File: src/rtl/cop_flow_pkg.sv
// Shared types of the run/cache/loop control block.
// Assumes: the decoder supplies a 2-bit instruction class.
package cop_flow_pkg;
    typedef enum logic [1:0] {
        OP_OTHER = 2'b00,
        OP_STOP  = 2'b01,
        OP_CACHE = 2'b10,
        OP_LOOP  = 2'b11
    } op_kind_e;
endpackage

File: src/rtl/cop_run_ctl.sv
// Running flag and interrupt request.
// Assumes: stop_req is a single-cycle decoded halt; irq_ack comes from the host.
module cop_run_ctl #(
    parameter int CFG_W        = 8,
    parameter int IRQ_MASK_BIT = 7
) (
    input  logic             clk,
    input  logic             rst_n,
    input  logic             stop_req,
    input  logic             go_set,
    input  logic             irq_ack,
    input  logic [CFG_W-1:0] cfg,
    output logic             running,
    output logic             irq
);
    logic irq_unmasked;
    assign irq_unmasked = ~cfg[IRQ_MASK_BIT];

    // Running flag: halt has priority over start.
    always_ff @(posedge clk) begin
        if (!rst_n)        running <= 1'b0;
        else if (stop_req) running <= 1'b0;
        else if (go_set)   running <= 1'b1;
    end

    // Interrupt request: an unmasked halt sets it, acknowledge clears it.
    always_ff @(posedge clk) begin
        if (!rst_n)                        irq <= 1'b0;
        else if (stop_req && irq_unmasked) irq <= 1'b1;
        else if (irq_ack)                  irq <= 1'b0;
    end

    AST_STOP_CLEARS_RUN: assert property (@(posedge clk) disable iff (!rst_n)
        stop_req |=> !running);
    AST_GO_SETS_RUN: assert property (@(posedge clk) disable iff (!rst_n)
        (go_set && !stop_req) |=> running);
    AST_IRQ_RAISE: assert property (@(posedge clk) disable iff (!rst_n)
        (stop_req && !cfg[IRQ_MASK_BIT]) |=> irq);
    AST_IRQ_MASKED: assert property (@(posedge clk) disable iff (!rst_n)
        (stop_req && cfg[IRQ_MASK_BIT] && !irq) |=> !irq);
    AST_IRQ_HOLD: assert property (@(posedge clk) disable iff (!rst_n)
        (irq && !irq_ack) |=> irq);
endmodule

File: src/rtl/cop_cache_ctl.sv
// Cache base register, cache-active indicator and flush strobe.
// Assumes: a loaded base stays in use until reset; the flush is registered.
module cop_cache_ctl #(
    parameter int ADDR_W     = 24,
    parameter int BASE_W     = 16,
    parameter int LINE_BYTES = 16
) (
    input  logic              clk,
    input  logic              rst_n,
    input  logic              cache_req,
    input  logic [ADDR_W-1:0] pc,
    input  logic [ADDR_W-1:0] bank_base,
    output logic [BASE_W-1:0] cache_base,
    output logic              cache_active,
    output logic              cache_flush
);
    localparam int OFS_W = $clog2(LINE_BYTES);

    logic [ADDR_W-1:0] pc_offset;
    logic [BASE_W-1:0] new_base;
    logic              do_load;

    // Offset in the bank, aligned down to a cache line.
    always_comb begin
        pc_offset = pc - bank_base;
        new_base  = {pc_offset[BASE_W-1:OFS_W], {OFS_W{1'b0}}};
        do_load   = cache_req && !cache_active && (new_base != cache_base);
    end

    // Base register and active indicator.
    always_ff @(posedge clk) begin
        if (!rst_n) begin
            cache_base   <= '0;
            cache_active <= 1'b0;
        end else if (do_load) begin
            cache_base   <= new_base;
            cache_active <= 1'b1;
        end
    end

    // One-cycle flush after each load.
    always_ff @(posedge clk) begin
        if (!rst_n) cache_flush <= 1'b0;
        else        cache_flush <= do_load;
    end

    AST_FLUSH_SINGLE: assert property (@(posedge clk) disable iff (!rst_n)
        cache_flush |=> !cache_flush);
    AST_FLUSH_WITH_ACTIVE: assert property (@(posedge clk) disable iff (!rst_n)
        cache_flush |-> cache_active);
    AST_ACTIVE_STICKY: assert property (@(posedge clk) disable iff (!rst_n)
        cache_active |=> (cache_active && $stable(cache_base)));
    AST_BASE_SAME_NO_FLUSH: assert property (@(posedge clk) disable iff (!rst_n)
        (cache_req && (new_base == cache_base)) |=> !cache_flush);
endmodule

File: src/rtl/cop_loop_unit.sv
// Counted-loop execution: decrement, flags, branch select.
// Assumes: loop_cnt/loop_tgt are the current register values; purely combinational.
module cop_loop_unit #(
    parameter int ADDR_W = 24,
    parameter int DATA_W = 16
) (
    input  logic              loop_req,
    input  logic [DATA_W-1:0] loop_cnt,
    input  logic [DATA_W-1:0] loop_tgt,
    input  logic [ADDR_W-1:0] bank_base,
    output logic              cnt_wr_en,
    output logic [DATA_W-1:0] cnt_wr_data,
    output logic              flag_wr_en,
    output logic              flag_sign,
    output logic              flag_zero,
    output logic              pc_jump,
    output logic [ADDR_W-1:0] pc_jump_addr
);
    logic [DATA_W-1:0] dec_val;

    // Decrement and derive the flags and the branch decision.
    always_comb begin
        dec_val      = loop_cnt - DATA_W'(1);
        cnt_wr_en    = loop_req;
        cnt_wr_data  = dec_val;
        flag_wr_en   = loop_req;
        flag_sign    = dec_val[DATA_W-1];
        flag_zero    = (dec_val == '0);
        pc_jump      = loop_req && (dec_val != '0);
        pc_jump_addr = bank_base + ADDR_W'(loop_tgt);
    end

    always_comb begin
        AST_LOOP_EXIT: assert (!(loop_req && loop_cnt == DATA_W'(1)) || !pc_jump);
        AST_LOOP_TAKEN: assert (!(loop_req && loop_cnt != DATA_W'(1)) || pc_jump);
        AST_IDLE_NO_WRITE: assert (loop_req || (!cnt_wr_en && !flag_wr_en && !pc_jump));
    end
endmodule

File: src/rtl/cop_flow_ctl.sv
// Top: decodes the instruction class and routes it to the halt, cache-setup
// and loop handlers; clears prefix state after any of them.
// Assumes: one decoded instruction per cycle, synchronous active-low reset.
module cop_flow_ctl
    import cop_flow_pkg::*;
#(
    parameter int ADDR_W       = 24,
    parameter int DATA_W       = 16,
    parameter int CFG_W        = 8,
    parameter int IRQ_MASK_BIT = 7,
    parameter int LINE_BYTES   = 16
) (
    input  logic              clk,
    input  logic              rst_n,
    input  logic              instr_valid,
    input  logic [1:0]        op_kind,
    input  logic [ADDR_W-1:0] pc,
    input  logic [ADDR_W-1:0] bank_base,
    input  logic [CFG_W-1:0]  cfg_reg,
    input  logic              go_set,
    input  logic              irq_ack,
    input  logic [DATA_W-1:0] loop_cnt,
    input  logic [DATA_W-1:0] loop_tgt,
    output logic              running,
    output logic              irq,
    output logic [DATA_W-1:0] cache_base,
    output logic              cache_active,
    output logic              cache_flush,
    output logic              cnt_wr_en,
    output logic [DATA_W-1:0] cnt_wr_data,
    output logic              flag_wr_en,
    output logic              flag_sign,
    output logic              flag_zero,
    output logic              pc_jump,
    output logic [ADDR_W-1:0] pc_jump_addr,
    output logic              prefix_clear
);
    op_kind_e kind;
    logic     stop_req, cache_req, loop_req;

    // Class decode gated by the strobe.
    always_comb begin
        kind         = op_kind_e'(op_kind);
        stop_req     = instr_valid && (kind == OP_STOP);
        cache_req    = instr_valid && (kind == OP_CACHE);
        loop_req     = instr_valid && (kind == OP_LOOP);
        prefix_clear = stop_req || cache_req || loop_req;
    end

    cop_run_ctl #(.CFG_W(CFG_W), .IRQ_MASK_BIT(IRQ_MASK_BIT)) u_run (
        .clk(clk), .rst_n(rst_n), .stop_req(stop_req), .go_set(go_set),
        .irq_ack(irq_ack), .cfg(cfg_reg), .running(running), .irq(irq)
    );

    cop_cache_ctl #(.ADDR_W(ADDR_W), .BASE_W(DATA_W), .LINE_BYTES(LINE_BYTES)) u_cache (
        .clk(clk), .rst_n(rst_n), .cache_req(cache_req), .pc(pc),
        .bank_base(bank_base), .cache_base(cache_base),
        .cache_active(cache_active), .cache_flush(cache_flush)
    );

    cop_loop_unit #(.ADDR_W(ADDR_W), .DATA_W(DATA_W)) u_loop (
        .loop_req(loop_req), .loop_cnt(loop_cnt), .loop_tgt(loop_tgt),
        .bank_base(bank_base), .cnt_wr_en(cnt_wr_en), .cnt_wr_data(cnt_wr_data),
        .flag_wr_en(flag_wr_en), .flag_sign(flag_sign), .flag_zero(flag_zero),
        .pc_jump(pc_jump), .pc_jump_addr(pc_jump_addr)
    );

    always_comb begin
        AST_PREFIX_IDLE: assert (instr_valid || !prefix_clear);
    end
    AST_RESET_STATE: assert property (@(posedge clk)
        !rst_n |=> (!running && !irq && !cache_active && !cache_flush));
endmodule

File: config.mk
export PLATFORM = sky130hd
export DESIGN_NAME = cop_flow_ctl
export DESIGN_NICKNAME = d
export VERILOG_FILES = /design/src/rtl/cop_flow_pkg.sv /design/src/rtl/cop_run_ctl.sv /design/src/rtl/cop_cache_ctl.sv /design/src/rtl/cop_loop_unit.sv /design/src/rtl/cop_flow_ctl.sv
export SDC_FILE = /design/constraint.sdc
export NUM_CORES = 1
export LEC_CHECK = 0
export BUFFER_PORTS_ARGS = -buffer_cell sky130_fd_sc_hd__buf_2
export CAP_MARGIN = 0
export CORE_MARGIN = 2
export CORE_UTILIZATION = 30
export DETAILED_ROUTE_END_ITERATION = 8
export GPL_ROUTABILITY_DRIVEN = 0
export SLEW_MARGIN = 20
export SYNTH_ARGS = -nofsm -noshare
export SYNTH_HDL_FRONTEND = slang
export SYNTH_HIERARCHICAL = 1
export SYNTH_SLANG_ARGS = --single-unit
File: constraint.sdc
create_clock -name clk -period 4.3 [get_ports clk]
set_input_delay 0.86 -clock clk [delete_from_list [all_inputs] [get_ports clk]]
set_output_delay 0.86 -clock clk [all_outputs]
set_load 0.05 [all_outputs]
==> results.cfg, run 1 <==
[status]
run_status = finished, final reports clean

[floorplanning]
boundaryPins = 161
die_h_um = 110.0
core_um2 = 10890
fp.dieW_um = 110.0
dieArea_um2 = 12100
floorplan.rows = 38
start_util = 0.3097

[timing]
timing.final.setup_violations = 0
timing_worst_slew_pin_value_ps = 537.0
slew_headroom = 0.6375
timing.final.crit_share = 0.9105
rsz0062_at_grt = false
worst_clock_skew_ps = 1.065
timing_hold_violations_final = 0
slew_viol_final = 0
timing.final.crit_period_ps = 3915
fin_worst_hold_slack_ps = 470.6
fin_tns_setup_ps = 0
clock.fmax_ghz = 0.2554
worst_path_setup_slack_after_routing_ps = 384.9

[min_path]
holdCritPathClass = reg2reg
hold_path_depth = 2

[clock_tree]
cts_tree = yes
root_buffer = clkbuf_8
htreeDepth = 1
post_cts.repair.setup_buffers = 0
numClockSinks = 16
postCtsResizedCells = 0
worst_skew_pair.late_latency_ps = 240
cts_max_path_buffers = 2
worst_setup_hold_path_clk_slew_ps = 60
cts_buf_count = 3
cts_hold_repair.buffers = 0

[logic_synthesis]
avgSynthCellArea_um2 = 8.009
dominantRegCellSynth = dfxtp_1
synth_top_area_cell = ha_1
synth_area_um2 = 3372
number_of_library_cell_types_mapped_by_synthesis = 93
syn_inst = 421
synth-seq-area-share = 0.09499
yosys_warnings = 6
post_synth_edffs = 0
postSynth.asyncResetShare = 0
synth.area.top_cells = ha_1 12%, dfxtp_1 9.5%, xnor2_1 8.1%
post-synth-top-area-fraction = 0.1187
synth_seq_cells = 16

[placement]
place_inst = 683
io_buffers = 141
dp.final_hpwl_um = 8003
post-place-ws_ps = 348.9
placedInstanceArea_um2 = 4148

[critical_path]
reg2reg_from = u_cache/cache_base[10]
worst_r2r_path_depth = 9
rr_endpoint = u_cache/cache_base[7]
timing.critical_path.to = pc_jump_addr[22]
cp_max_fo = 4
critical_path.startpoint_type = input port
r2r_setup_slack_ps = 1650
critical_path.endpoint_type = output port
timing.critical_path.from = bank_base[0]
crit_required_ps = 3440
timing.critical_path.arrival_ps = 3060
path_type_of_the_worst_setup_path = in2out

[route]
wl_per_cell_um = 13.46
drt_drc_violations_left = 0
postRouteWirelength_um = 9236
antenna_left = 0
detail_route.first_pass.iterations = 6
routed-via-count = 3483
drt_iter0_markers = 144
route.detailed.vias_per_inst = 5.077

[finish]
areaGrowthSynthToFinish_pct = 24.23
num_antenna_cells = 0
drive_gt1_frac = 0.3278
design.final.nets = 676
fin_area_um2 = 4189
final-instance-count-excl-fill = 686

[pwr]
p_sw_frac = 0.5331
pd_cells_nw_per_um2 = 232.6
part_of_the_power_in_the_clock_network = 0.110
seqPwrFrac = 0.168
power.share.combinational = 0.722
cellInternalPower_mw = 0.4548
irDropWorstVdd_v = 0.0001005
cellLeakagePower_nw = 2.057
power_spent_charging_and_discharging_nets_mw = 0.5193

[global_routing]
gr-usage-all-layers = 0.1465
global_route_wire_length_before_repair_um = 14600
first_global_vias = 3285
antenna_found_initial = 1
overflow = 0
pin_count_of_the_biggest_net_entering_global_routing = 23

[job]
maxCapViolations = 0
## worst max-delay path, stage by stage
cell and delay (ps):
buf_2 120, ha_1 240, fa_1 410, a21o_2 210
and4_4 200, o211a_4 240, o2111ai_2 240, a21oi_1 120
xor2_1 130, buf_2 270
## worst min path at each step
stage,start,to
final,u_run/irq,u_run/irq
after global routing,u_run/irq,u_run/irq
after CTS,u_run/irq,u_run/irq
after detailed placement,u_run/irq,u_run/irq
after global placement,u_run/irq,u_run/irq
after floorplan,u_cache/cache_base[11],u_cache/cache_base[11]
## sequential cells by signal, indices dropped and copies added (netlist names)
| name | count |
|---|---|
| u_run/running | 1 |
| u_run/irq | 1 |
| u_cache/cache_active | 1 |
| u_cache/cache_flush | 1 |
| u_cache/cache_base | 12 |
## cells in the mapped netlist, drive strengths merged (4+ instances only)
master / instances
a21oi: 27
xor2: 17
dfxtp: 16
nor4b: 4
nand4: 7
o2111ai: 4
mux2i: 9
o21bai: 4
a21boi: 4
nand2: 39
inv: 19
a211oi: 5
nand3: 8
nor2: 25
nor3: 13
nor4: 8
o211a: 6
nor3b: 5
nor2b: 7
o21a: 4
xnor2: 33
clkbuf: 9
o21ai: 16
buf: 13
a21o: 14
ha: 32
nand2b: 10
and3: 9
## power by group through the flow
| stage | clock [mW] | combinational, mW | sequential, mW |
|---|---|---|---|
| final | 0.107 | 0.704 | 0.163 |
| after floorplan | 0 | 0.518 | 0.192 |
| after CTS | 0.112 | 0.706 | 0.164 |
| after global routing | 0.119 | 0.763 | 0.165 |
| after global placement | 0 | 0.696 | 0.166 |
| after detailed placement | 0 | 0.703 | 0.167 |
## cell families (layout without fill, tap and decap cells)
kind of cell,Yosys count,after routing,share of synthesized area
buffers and inverters,41,163,0.05899
XOR/XNOR,53,53,0.1607
AND/OR/NAND/NOR,155,155,0.2794
other,1,4,0.001112
AO/OA/AOI/OAI,113,113,0.2523
flip-flops,16,16,0.09499
multiplexers,9,9,0.02783
adder cells (fa/ha/maj),33,33,0.1247
## layout make-up
cell class | count | area (µm²)
fill | 1160 | 6699
multi-input combinational | 367 | 2872
timing repair buffer | 141 | 705.7
sequential | 16 | 320.3
tap | 140 | 175.2
inverter | 19 | 75.07
clock buffer | 3 | 41.29
## cells in the final DEF (no fill, tap or decap), types with 3 or more instances in the layout
master and count:
mux2i_1 8, xor2_1 16, conb_1 4, nand3_1 7, nand2b_1 9, a211oi_1 3
o21ai_0 6, a21oi_1 27, and3_1 8, o211a_1 5, nand4_1 7, a21o_1 13
nor2b_1 6, inv_1 18, nor3_1 11, o2111ai_1 3, or3_1 3, nor2_1 23
o21bai_1 4, nand3b_1 3, o21ai_1 10, nor3b_1 4, nor4_1 5, clkbuf_8 3
o21a_1 4, dfxtp_1 16, nand2_1 39, buf_2 141, xnor2_1 30, o211ai_1 3
ha_1 32
## per-layer routing
metal | part of all wire | routed length (µm) | global-route usage
met1 | 0.42 | 3898 | 0.1815
met5 | 0.0012 | 11 | 0
met2 | 0.50 | 4629 | 0.2669
met3 | 0.067 | 622 | 0.02881
met4 | 0.0080 | 74 | 0.01989
## per-stage QoR
stage | total power, mW | utilization
3_5_place_dp | 0.8702 | 0.3809
3_3_place_gp | 0.8628 | 0.3809
6_report | 0.9742 | 0.3847
2_1_floorplan | 0.7096 | -
4_1_cts | 0.9816 | 0.3847
5_1_grt | 1.047 | 0.3847
No activity file was read; power rests on OpenSTA's default activity.
==> inputs of run 2 (changes only) <==
--- a/config.mk
+++ b/config.mk
@@ -14,5 +14,4 @@
 export SLEW_MARGIN = 20
 export SYNTH_ARGS = -nofsm -noshare
 export SYNTH_HDL_FRONTEND = slang
-export SYNTH_HIERARCHICAL = 1
 export SYNTH_SLANG_ARGS = --single-unit
==> run 2 against run 1 <==
Clock power rose by 28%. Routed wire length is 6.1% lower. Maximum frequency decreased by 5.3%. Register-to-register slack worse by 40 ps. Worst hold slack gained 7.9 ps. Die area shrank 7.3%. Synthesized cell count down 0.48%. First-iteration DRC count is 38% lower. Combinational power increased by 4.8%. Power up 6.9%.
==> results.cfg, run 2 <==
[status]
run_status = finished, final reports clean

[min_path]
worstHoldStart = u_cache.cache_base[4]
holdCritPathClass = reg2reg

[logic_synthesis]
yosys_warnings = 0
post-synth-top-area-fraction = 0.1284
synth-seq-area-share = 0.1027
syn_inst = 419
dominantRegCellSynth = dfxtp_1
synth_area_um2 = 3118
avgSynthCellArea_um2 = 7.442
netlist_top_cells_count = 36 x nor2_1, 33 x xnor2_1, 32 x ha_1
synth_seq_cells = 16
yosysMostFrequentCell = nor2_1
post_synth_edffs = 0
postSynth.asyncResetShare = 0
synth_top_area_cell = ha_1
number_of_library_cell_types_mapped_by_synthesis = 65
synth.area.top_cells = ha_1 13%, dfxtp_1 10%, xnor2_1 9.3%

[pwr]
p_total_mw = 1.042
cellLeakagePower_nw = 2.026
pd_cells_nw_per_um2 = 248.1
irDropWorstVdd_v = 0.0001090

[floorplanning]
floorplan.rows = 37
boundaryPins = 161
die_h_um = 105.9
core_um2 = 10180
dieArea_um2 = 11220
fp.dieW_um = 105.9
start_util = 0.3061

[route]
route.detailed.vias_per_inst = 4.973
routed-via-count = 3461
drt_drc_violations_left = 0
antenna_left = 0
wl_per_cell_um = 12.46
detail_route.first_pass.iterations = 4
drt_iter0_markers = 89
postRouteWirelength_um = 8675

[timing]
slew_headroom = 0.4654
timing.final.crit_period_ps = 4134
worst_clock_skew_ps = 0.9773
timing_hold_violations_final = 0
timing_worst_slew_pin_value_ps = 797.4
timing.final.setup_violations = 0
clock.fmax_ghz = 0.2419
timing.final.crit_share = 0.9614
slew_viol_final = 0

[finish]
fill_cells = 1103
final_common_cell = buf_2
drive_gt1_frac = 0.3500
areaGrowthSynthToFinish_pct = 34.67
largest_register_ff_count = 12
fin_area_um2 = 4199
num_antenna_cells = 0
design.final.nets = 689
max_flop_register = u_cache.cache_base
layout.cells.most_common_list = 137 x buf_2, 36 x nor2_1, 31 x nand2_1, 31 x ha_1

[critical_path]
critical_path.startpoint_type = input port
crit_chain = buf_2 > or3_1 > or3b_1 > nor4_1 > nor2b_2 > xor2_4 > nor3_1 > and4_2 > buf_2
worst-path-buf-inv = 2
critical_path.endpoint_type = output port
worst_path_max_delay_cell = or3b_1
path_type_of_the_worst_setup_path = in2out
timing.critical_path.arrival_ps = 3270
slowest_delay_ps = 470
cp_common_cell = buf_2
crit_required_ps = 3440
cp_max_fo = 4
reg2reg_from = u_cache.cache_base[7]
timing.critical_path.max_delay_family = simple AND/OR/NAND/NOR gates
timing.critical_path.from = loop_cnt[3]

[clock_tree]
root_buffer = clkbuf_8
cts_hold_repair.buffers = 0
cts_max_path_buffers = 2
worst_skew_pair.late_latency_ps = 260
cts_buf_count = 3
cts_tree = yes
worst_setup_hold_path_clk_slew_ps = 60
numClockSinks = 16
htreeDepth = 1

[global_routing]
global_route_wire_length_before_repair_um = 14090
antenna_found_initial = 0
pin_count_of_the_biggest_net_entering_global_routing = 19
overflow = 0
first_global_vias = 3190
gr-usage-all-layers = 0.1489

[placement]
io_buffers = 141
dp.final_hpwl_um = 7438
placedInstanceArea_um2 = 4093

[job]
maxCapViolations = 0
==> run 2: cell types whose count changed after synthesis, moves of 4 or more <==
cell / change
nand3_1: +4
nor2_1: +13
a31oi_1: +4
o21ai_1: -8
nand2_1: -8
inv_1: +12
a21o_1: -4
o211a_1: -5
a221oi_1: +5
o21a_1: +4
==> run 2: stage by stage <==
step	setup TNS, ps	worst slack, ps	std cells	hold slack [ps]	util
finish	0	165.8	696	478.5	0.4123
global route	-16.15	-16.15	696	499.5	0.4123
CTS	0	40.14	694	485.1	0.4072
detailed placement	-43.52	-18.05	690	475.2	0.4018
global placement	0	20.78	690	471.7	0.4018
floorplan	0	24.70	422	684.4	-
==> run 2: metal layers <==
layer  vias to the layer above  global-route usage  part of all wire
met4                         0             0.01974            0.0041
met5                         -                   0                 0
met2                        92              0.2737              0.50
met1                      1578              0.1814              0.44
li1                       1786                   -                 -
met3                         5             0.03311             0.061
==> run 2: cells by family after synthesis <==
group                      count (synthesis)  synth area share
buffers and inverters                     52           0.07383
adders and majority gates                 33            0.1348
DFF                                       16            0.1027
other                                      1          0.001203
xor gates and xnor gates                  54            0.1697
and+or+nand+nor                          151            0.2584
AOI/OAI and AO/OA                        103            0.2291
muxes                                      9           0.03010
==> run 2: area by class of cell <==
cell class / count / area, µm² / share of cell area
Multi-Input combinational cell: 354 / 2716 / 0.6469
Inverter: 32 / 123.9 / 0.02950
Tap cell: 136 / 170.2 / 0.04052
Timing Repair Buffer: 154 / 813.3 / 0.1937
Clock buffer: 4 / 55.05 / 0.01311
Sequential cell: 16 / 320.3 / 0.07628
==> run 2: worst paths after layout <==
path / end / slack [ps] / depth (start not counted)
setup / recovery: flag_zero / 170 / 9
hold reg to reg: u_cache.cache_base[4] / 480 / 2
setup reg to reg: u_cache.cache_active / 1610 / 9
hold / removal: u_cache.cache_base[4] / 480 / 2
==> run 2: what timing repair did <==
item / 4_1_cts / 5_1_grt
gates resized for setup: 1 / 15
setup endpoints to repair: 3 / 5
pin swaps: 0 / 7
setup buffers: 0 / 2
==> run 2: worst reg2reg max path: cells and delay by family (launching register included) <==
| kind | cells | cell delay (ps) |
|---|---|---|
| flip-flops | 1 | 340 |
| AO/OA/AOI/OAI | 4 | 740 |
| AND/OR/NAND/NOR | 3 | 860 |
| XOR/XNOR | 1 | 270 |
| multiplexers | 1 | 370 |
==> run 2: power by group <==
group | leakage, nW | internal (mW) | switching [mW] | total [mW]
sequential | 0.131 | 0.157 | 0.00946 | 0.167
clock | 0.0288 | 0.0814 | 0.0556 | 0.137
combinational | 1.87 | 0.259 | 0.479 | 0.738
